**src/rtl/rob_pkg.sv**
```systemverilog
package rob_pkg;
    typedef enum logic [1:0] {
        RB_EMPTY   = 2'd0,
        RB_PARTIAL = 2'd1,
        RB_FULL    = 2'd2
    } rob_state_e;
endpackage

```
**src/rtl/rob_alloc_ctrl.sv**
```systemverilog
module rob_alloc_ctrl
    import rob_pkg::*;
#(
    parameter int DEPTH = 16,
    parameter int UOP_W = 3,
    parameter int IDX_W = 4,
    parameter int CNT_W = 5
) (
    input  logic             clk,
    input  logic             rst_n,
    input  logic             req_valid,
    input  logic [UOP_W-1:0] req_uops,
    input  logic [CNT_W-1:0] ret_uops,
    output logic [IDX_W-1:0] head_o,
    output logic [IDX_W-1:0] tail_o,
    output logic [CNT_W-1:0] occ_o,
    output logic [CNT_W-1:0] free_o,
    output logic             accept_o,
    output logic             stall_o,
    output logic             empty_o,
    output logic             full_o
);
    localparam logic [CNT_W-1:0] DEPTH_C = CNT_W'(DEPTH);

    rob_state_e       state_q, state_d;
    logic [IDX_W-1:0] head_q, tail_q;
    logic [CNT_W-1:0] occ_q, occ_d, req_n;
    logic             nonzero;

    assign req_n    = CNT_W'(req_uops);
    assign nonzero  = (req_uops != '0);
    assign free_o   = DEPTH_C - occ_q;
    assign accept_o = req_valid && nonzero && (req_n <= free_o);
    assign stall_o  = req_valid && nonzero && (req_n > free_o);
    assign occ_d    = occ_q + (accept_o ? req_n : '0) - ret_uops;
    assign head_o   = head_q;
    assign tail_o   = tail_q;
    assign occ_o    = occ_q;

    function automatic rob_state_e level_of(input logic [CNT_W-1:0] occ);
        if (occ == '0)
            return RB_EMPTY;
        else if (occ == DEPTH_C)
            return RB_FULL;
        else
            return RB_PARTIAL;
    endfunction

    // next-state: fill, top-off, drain, relieve or hold
    always_comb begin
        state_d = state_q;
        unique case (state_q)
            RB_EMPTY:   state_d = level_of(occ_d);
            RB_PARTIAL: state_d = level_of(occ_d);
            RB_FULL:    state_d = level_of(occ_d);
            default:    state_d = RB_EMPTY;
        endcase
    end

    always_ff @(posedge clk) begin
        if (!rst_n) begin
            state_q <= RB_EMPTY;
            head_q  <= '0;
            tail_q  <= '0;
            occ_q   <= '0;
        end else begin
            state_q <= state_d;
            head_q  <= head_q + IDX_W'(ret_uops);
            tail_q  <= tail_q + (accept_o ? IDX_W'(req_uops) : '0);
            occ_q   <= occ_d;
        end
    end

    always_comb begin
        empty_o = 1'b0;
        full_o  = 1'b0;
        unique case (state_q)
            RB_EMPTY:   empty_o = 1'b1;
            RB_PARTIAL: ;
            RB_FULL:    full_o  = 1'b1;
            default:    empty_o = 1'b0;
        endcase
    end
endmodule

```
**src/rtl/rob_entry_store.sv**
```systemverilog
module rob_entry_store #(
    parameter int DEPTH  = 16,
    parameter int UOP_W  = 3,
    parameter int IDX_W  = 4,
    parameter int PREG_W = 6
) (
    input  logic                         clk,
    input  logic                         rst_n,
    input  logic                         alloc,
    input  logic [IDX_W-1:0]             alloc_idx,
    input  logic [UOP_W-1:0]             alloc_uops,
    input  logic [PREG_W-1:0]            alloc_preg,
    input  logic                         alloc_dest,
    input  logic                         wb_valid,
    input  logic [IDX_W-1:0]             wb_idx,
    output logic [DEPTH-1:0][UOP_W-1:0]  uops_o,
    output logic [DEPTH-1:0][PREG_W-1:0] preg_o,
    output logic [DEPTH-1:0]             dest_o,
    output logic [DEPTH-1:0]             done_o
);
    logic [DEPTH-1:0][UOP_W-1:0]  uops_q;
    logic [DEPTH-1:0][PREG_W-1:0] preg_q;
    logic [DEPTH-1:0]             dest_q;
    logic [DEPTH-1:0]             done_q;

    for (genvar i = 0; i < DEPTH; i++) begin : g_slot
        logic hit_alloc, hit_wb;
        assign hit_alloc = alloc && (alloc_idx == IDX_W'(i));
        assign hit_wb    = wb_valid && (wb_idx == IDX_W'(i));

        always_ff @(posedge clk) begin
            if (!rst_n) begin
                uops_q[i] <= '0;
                preg_q[i] <= '0;
                dest_q[i] <= 1'b0;
                done_q[i] <= 1'b0;
            end else if (hit_alloc) begin
                uops_q[i] <= alloc_uops;
                preg_q[i] <= alloc_preg;
                dest_q[i] <= alloc_dest;
                done_q[i] <= 1'b0;
            end else if (hit_wb) begin
                done_q[i] <= 1'b1;
            end
        end
    end

    assign uops_o = uops_q;
    assign preg_o = preg_q;
    assign dest_o = dest_q;
    assign done_o = done_q;
endmodule

```
**src/rtl/rob_retire_pick.sv**
```systemverilog
module rob_retire_pick #(
    parameter int DEPTH  = 16,
    parameter int UOP_W  = 3,
    parameter int IDX_W  = 4,
    parameter int PREG_W = 6,
    parameter int CNT_W  = 5,
    parameter int RET_W  = 2,
    parameter int OFF_W  = 6,
    parameter int RC_W   = 2
) (
    input  logic [IDX_W-1:0]             head,
    input  logic [CNT_W-1:0]             occ,
    input  logic [DEPTH-1:0][UOP_W-1:0]  uops,
    input  logic [DEPTH-1:0][PREG_W-1:0] preg,
    input  logic [DEPTH-1:0]             dest,
    input  logic [DEPTH-1:0]             done,
    output logic [RC_W-1:0]              ret_count,
    output logic [CNT_W-1:0]             ret_uops,
    output logic [RET_W-1:0]             rel_valid,
    output logic [RET_W*PREG_W-1:0]      rel_preg
);
    logic             go  [RET_W+1];
    logic [OFF_W-1:0] off [RET_W+1];
    logic [RET_W-1:0] take;

    assign go[0]  = 1'b1;
    assign off[0] = '0;

    for (genvar k = 0; k < RET_W; k++) begin : g_lane
        logic [IDX_W-1:0] pos;
        logic             live;
        assign pos      = head + IDX_W'(off[k]);
        assign live     = off[k] < OFF_W'(occ);
        assign go[k+1]  = go[k] && live && done[pos];
        assign off[k+1] = off[k] + (go[k+1] ? OFF_W'(uops[pos]) : '0);
        assign take[k]  = go[k+1];
        assign rel_valid[k] = go[k+1] && dest[pos];
        assign rel_preg[k*PREG_W +: PREG_W] = preg[pos];
    end

    always_comb begin
        ret_count = '0;
        for (int k = 0; k < RET_W; k++)
            ret_count = ret_count + RC_W'(take[k]);
    end

    assign ret_uops = CNT_W'(off[RET_W]);
endmodule

```
**src/rtl/rob_retire_unit.sv**
```systemverilog
module rob_retire_unit #(
    parameter int DEPTH    = 16,
    parameter int MAX_UOPS = 4,
    parameter int RET_W    = 2,
    parameter int PREG_W   = 6,
    localparam int UOP_W   = $clog2(MAX_UOPS + 1),
    localparam int IDX_W   = $clog2(DEPTH),
    localparam int CNT_W   = $clog2(DEPTH + 1),
    localparam int RC_W    = $clog2(RET_W + 1)
) (
    input  logic                    clk,
    input  logic                    rst_n,
    input  logic                    disp_valid,
    input  logic [UOP_W-1:0]        disp_uops,
    input  logic [PREG_W-1:0]       disp_preg,
    input  logic                    disp_has_dest,
    output logic                    disp_accept,
    output logic                    disp_stall_full,
    output logic [IDX_W-1:0]        disp_idx,
    input  logic                    wb_valid,
    input  logic [IDX_W-1:0]        wb_idx,
    output logic [RC_W-1:0]         ret_count,
    output logic [RET_W-1:0]        rel_valid,
    output logic [RET_W*PREG_W-1:0] rel_preg,
    output logic [CNT_W-1:0]        free_entries,
    output logic [CNT_W-1:0]        occupancy,
    output logic                    rob_empty,
    output logic                    rob_full
);
    localparam int OFF_W = $clog2(DEPTH + MAX_UOPS + 1);

    logic [IDX_W-1:0]             head;
    logic [CNT_W-1:0]             ret_uops;
    logic [DEPTH-1:0][UOP_W-1:0]  s_uops;
    logic [DEPTH-1:0][PREG_W-1:0] s_preg;
    logic [DEPTH-1:0]             s_dest;
    logic [DEPTH-1:0]             s_done;

    rob_alloc_ctrl #(
        .DEPTH(DEPTH), .UOP_W(UOP_W), .IDX_W(IDX_W), .CNT_W(CNT_W)
    ) u_alloc (
        .clk(clk), .rst_n(rst_n),
        .req_valid(disp_valid), .req_uops(disp_uops), .ret_uops(ret_uops),
        .head_o(head), .tail_o(disp_idx), .occ_o(occupancy), .free_o(free_entries),
        .accept_o(disp_accept), .stall_o(disp_stall_full),
        .empty_o(rob_empty), .full_o(rob_full)
    );

    rob_entry_store #(
        .DEPTH(DEPTH), .UOP_W(UOP_W), .IDX_W(IDX_W), .PREG_W(PREG_W)
    ) u_store (
        .clk(clk), .rst_n(rst_n),
        .alloc(disp_accept), .alloc_idx(disp_idx), .alloc_uops(disp_uops),
        .alloc_preg(disp_preg), .alloc_dest(disp_has_dest),
        .wb_valid(wb_valid), .wb_idx(wb_idx),
        .uops_o(s_uops), .preg_o(s_preg), .dest_o(s_dest), .done_o(s_done)
    );

    rob_retire_pick #(
        .DEPTH(DEPTH), .UOP_W(UOP_W), .IDX_W(IDX_W), .PREG_W(PREG_W),
        .CNT_W(CNT_W), .RET_W(RET_W), .OFF_W(OFF_W), .RC_W(RC_W)
    ) u_pick (
        .head(head), .occ(occupancy),
        .uops(s_uops), .preg(s_preg), .dest(s_dest), .done(s_done),
        .ret_count(ret_count), .ret_uops(ret_uops),
        .rel_valid(rel_valid), .rel_preg(rel_preg)
    );
endmodule

```
**config.mk**
```make
export PLATFORM = sky130hd
export DESIGN_NAME = rob_retire_unit
export DESIGN_NICKNAME = d
export VERILOG_FILES = /design/src/rtl/rob_pkg.sv /design/src/rtl/rob_alloc_ctrl.sv /design/src/rtl/rob_entry_store.sv /design/src/rtl/rob_retire_pick.sv /design/src/rtl/rob_retire_unit.sv
export SDC_FILE = /design/constraint.sdc
export NUM_CORES = 1
export LEC_CHECK = 0
export ABC_AREA = 1
export BUFFER_PORTS_ARGS = -buffer_cell sky130_fd_sc_hd__buf_2
export CORE_MARGIN = 3
export CORE_UTILIZATION = 40
export DETAILED_ROUTE_END_ITERATION = 12
export PLACE_DENSITY_LB_ADDON = 0.05
export SYNTH_ARGS = -nofsm -noshare
export SYNTH_HDL_FRONTEND = slang
export SYNTH_SLANG_ARGS = --single-unit
```
**constraint.sdc**
```tcl
create_clock -name clk -period 16.85 [get_ports clk]
set_clock_uncertainty 0.15 [all_clocks]
set_input_delay 0.8425 -clock clk [delete_from_list [all_inputs] [get_ports clk]]
set_output_delay 0.8425 -clock clk [all_outputs]
set_load 0.01 [all_outputs]
```
==> flow_metrics.py <==
metrics = {
    "routing": {
        "via_per_inst": 5.59,
        "drt_wl_total_um": 38400,
        "vias": 10900,
        "drt_first_pass_iters": 5,
        "ant_nets": 0,
        "wl_per_cell_um": 19.8,
        "drt_drc_violations_left": 0,
        "drt_first_iter_violations": 1111,
    },
    "clocking": {
        "cts_tree": "yes",
        "ctsResizeCount": 0,
        "htreeDepth": 4,
        "clock_tree.root_cell": "clkbuf_16",
        "cts_sinks": 191,
        "clk-insertion-delay-late_ps": 440,
        "cts_setup_buffers": 0,
        "cts_made_buffers": 17,
        "cts_hold_buf": 0,
        "clk_path_buf_depth": 2,
        "clk_pin_slew_worst_paths_ps": 80,
    },
    "sta": {
        "finalCriticalPeriod_ps": 7150,
        "setup_viol": 0,
        "worstMarginPinSlew_ps": 1130,
        "fin_crit_sh_pct": 42.4,
        "post-route-worst-setup-slack_ps": 9700,
        "fin_tns_setup_ps": 0,
        "maxSlewHeadroom_pct": 24.3,
        "rsz0062_at_grt": "false",
        "maxSlewViolCount": 0,
        "fmax_ghz": 0.140,
        "holdWs_ps": 319,
        "hold_violations": 0,
    },
    "floorplan": {
        "initial_core_util_pct": 41.3,
        "die_w_um": 172,
        "die_h_um": 172,
        "die_area_um2": 29400,
        "core-area_um2": 26500,
        "pin_count": 52,
        "fp-row-count": 59,
    },
    "critical_path": {
        "critPathKind": "reg -> reg",
        "endpoint_kind": "flop",
        "path_delay_family": "buffers and inverters",
        "critical_path.max_stage_delay_ps": 600,
        "cpMaxStageDelayCell": "ha_2",
        "rr_worst_depth": 32,
        "r2r_start": "u_alloc.head_o[0]",
        "critPathLaunch": "u_alloc.head_o[0]",
        "critPathArrivalTime_ps": 7370,
        "start_kind": "flop",
        "reg2reg_slack_ps": 9700,
        "crit_buf_inv": 8,
        "worstPathRequired_ps": 17070,
        "r2r-end": "u_alloc.state_q[1]",
        "cp_max_fo": 46,
    },
    "layout": {
        "utilization_pct": 44.2,
        "nets": 1644,
        "antennaDiodeCount": 0,
        "drive_gt1_share_pct": 8.32,
        "area_growth_syn_to_layout_pct": 6.90,
    },
    "power": {
        "power.density_nw_per_um2": 113,
        "p_leak_uw": 0.00444,
        "ir_drop_v": 0.000101,
        "p_total_uw": 1320,
    },
    "grt": {
        "grt_util_all_layers_pct": 26.2,
        "antenna_found_initial": 0,
        "overflow": 0,
        "grt_pass1_vias": 9807,
        "grt_max_degree": 101,
        "grt_pass1_wl_um": 59500,
    },
    "placed_design": {
        "place_congestion": 0.827,
        "portBuffers": 51,
        "post-place-ws_ps": 9740,
        "dp_hpwl_um": 24500,
    },
    "synth": {
        "synth_cells": 1643,
        "syn_area_um2": 11000,
        "synth_seq_cells": 191,
        "syn-num-nets": 1690,
        "synthDistinctLibCells": 38,
        "syn_area_per_cell_um2": 6.67,
        "ys_warn_count": 0,
        "synth_seq_area_share_pct": 34.9,
    },
    "worst_hold_path": {
        "hold_class": "reg -> reg",
        "hold_depth": 2,
        "hp-start": "u_store.uops_o[8]",
        "holdPathEnd": "u_store.uops_o[8]",
    },
    "run_status": {
        "status": "completed",
    },
    "job": {
        "cap_violations": 0,
    },
}
-- Yosys cell counts --
master | instances | area [µm²]
a21oi_1 | 302 | 1510
o21ai_0 | 250 | 1250
nand3_1 | 221 | 1110
nand2_1 | 204 | 766
dfxtp_1 | 191 | 3820
inv_1 | 190 | 713
clkbuf_1 | 90 | 338
nor2_1 | 51 | 191
ha_1 | 23 | 288
o211ai_1 | 14 | 105
buf_1 | 13 | 48.8
buf_2 | 13 | 65.1
buf_4 | 10 | 75.1
a31o_2 | 7 | 61.3
xor2_1 | 7 | 61.3
a31oi_1 | 6 | 37.5
fa_1 | 6 | 120
inv_2 | 6 | 22.5
nand2_2 | 6 | 37.5
buf_6 | 4 | 45.0
xnor2_1 | 4 | 35.0
nand3_2 | 3 | 30.0
nor3_1 | 3 | 15.0
nand2_4 | 2 | 22.5
nand4_2 | 2 | 25.0
nor2_2 | 2 | 12.5
o31ai_1 | 2 | 15.0
a211oi_1 | 1 | 7.51
a311oi_1 | 1 | 8.76
a41oi_1 | 1 | 8.76
buf_12 | 1 | 20.0
buf_8 | 1 | 15.0
nand4_1 | 1 | 6.26
nand4_4 | 1 | 21.3
nor2_4 | 1 | 11.3
nor2_8 | 1 | 20.0
nor3b_1 | 1 | 7.51
o21bai_1 | 1 | 7.51
-- area by class of cell --
class,count,area (µm²)
clock inverter,14,129
timing repair buffer,67,378
tap,335,419
sequential,191,3830
multi-input combinational,1124,5790
inverter,196,736
clock buffer,18,429
fill,2803,14800
-- per-stage QoR --
stage / area [µm²] / cells
5_1_grt: 11700 / 1945
6_report: 11700 / 1945
3_5_place_dp: 11200 / 1913
3_3_place_gp: 11200 / 1913
4_1_cts: 11700 / 1945
2_1_floorplan: 11000 / 1643
-- registers in the layout, indices dropped and copies added (netlist names) --
signal / flops
u_store.done_o: 16
u_alloc.tail_o: 4
u_store.preg_o: 96
u_store.dest_o: 16
u_alloc.state_q: 2
u_alloc.occ_o: 5
u_store.uops_o: 48
u_alloc.head_o: 4
-- power by group --
part / switching (µW) / internal [µW]
clock network: 203 / 195
logic: 274 / 133
registers: 28.3 / 490
total: 505 / 818
-- cells by family (layout without fill, tap and decap cells) --
| group | after synthesis | in the layout | share of synthesized area (%) |
|---|---|---|---|
| flops | 191 | 191 | 34.9 |
| xor+xnor | 11 | 11 | 0.879 |
| simple gates | 499 | 499 | 20.7 |
| buf+inv | 328 | 295 | 12.3 |
| compound gates | 585 | 585 | 27.5 |
| fa+ha+maj | 29 | 29 | 3.72 |
-- cell usage in the layout (no fill, tap or decap), types with 3 or more instances in the layout --
cell type,netlist,final
a31o_2,7,7
nand2_2,6,6
buf_4,10,17
inv_6,0,3
ha_1,23,22
nand3_1,221,221
o211ai_1,14,14
a31oi_1,6,6
a21oi_1,302,302
nand3_2,3,3
nor3_1,3,3
clkinv_4,0,5
nor2_1,51,51
fa_1,6,6
inv_1,190,188
clkbuf_16,0,17
xor2_1,7,7
inv_2,6,8
o21ai_0,250,250
nand2_1,204,204
buf_2,13,50
xnor2_1,4,4
dfxtp_1,191,189
-- worst reg2reg max path: cells and delay by family, from the launching register on --
family                   cells  cell delay, ps
AND/OR/NAND/NOR             17            1860
AO/OA/AOI/OAI                2             240
XOR/XNOR                     1             190
flip-flops                   1             450
adder cells (fa/ha/maj)      4            1930
buffers and inverters        8            2270
-- metal layers --
layer  up-vias  GRT usage, %  wire length [µm]
met5         -             0                 0
met4         0          4.72               469
met3        37          3.82              2420
met2       360          40.2             16900
met1      5036          39.5             18700
li1       5433             -                 -
-- worst max-delay path by stage --
| stage | end | slack [ps] | cells past startpoint |
|---|---|---|---|
| 2_1_floorplan | u_alloc.state_q[1] | 11450 | 32 |
| 6_report | u_alloc.state_q[1] | 9700 | 32 |
| 3_5_place_dp | u_alloc.state_q[1] | 9740 | 32 |
| 5_1_grt | u_alloc.state_q[1] | 9080 | 32 |
| 4_1_cts | u_alloc.state_q[1] | 9710 | 32 |
| 3_3_place_gp | u_alloc.state_q[1] | 9880 | 32 |
Power figures use the tool's default switching activity.
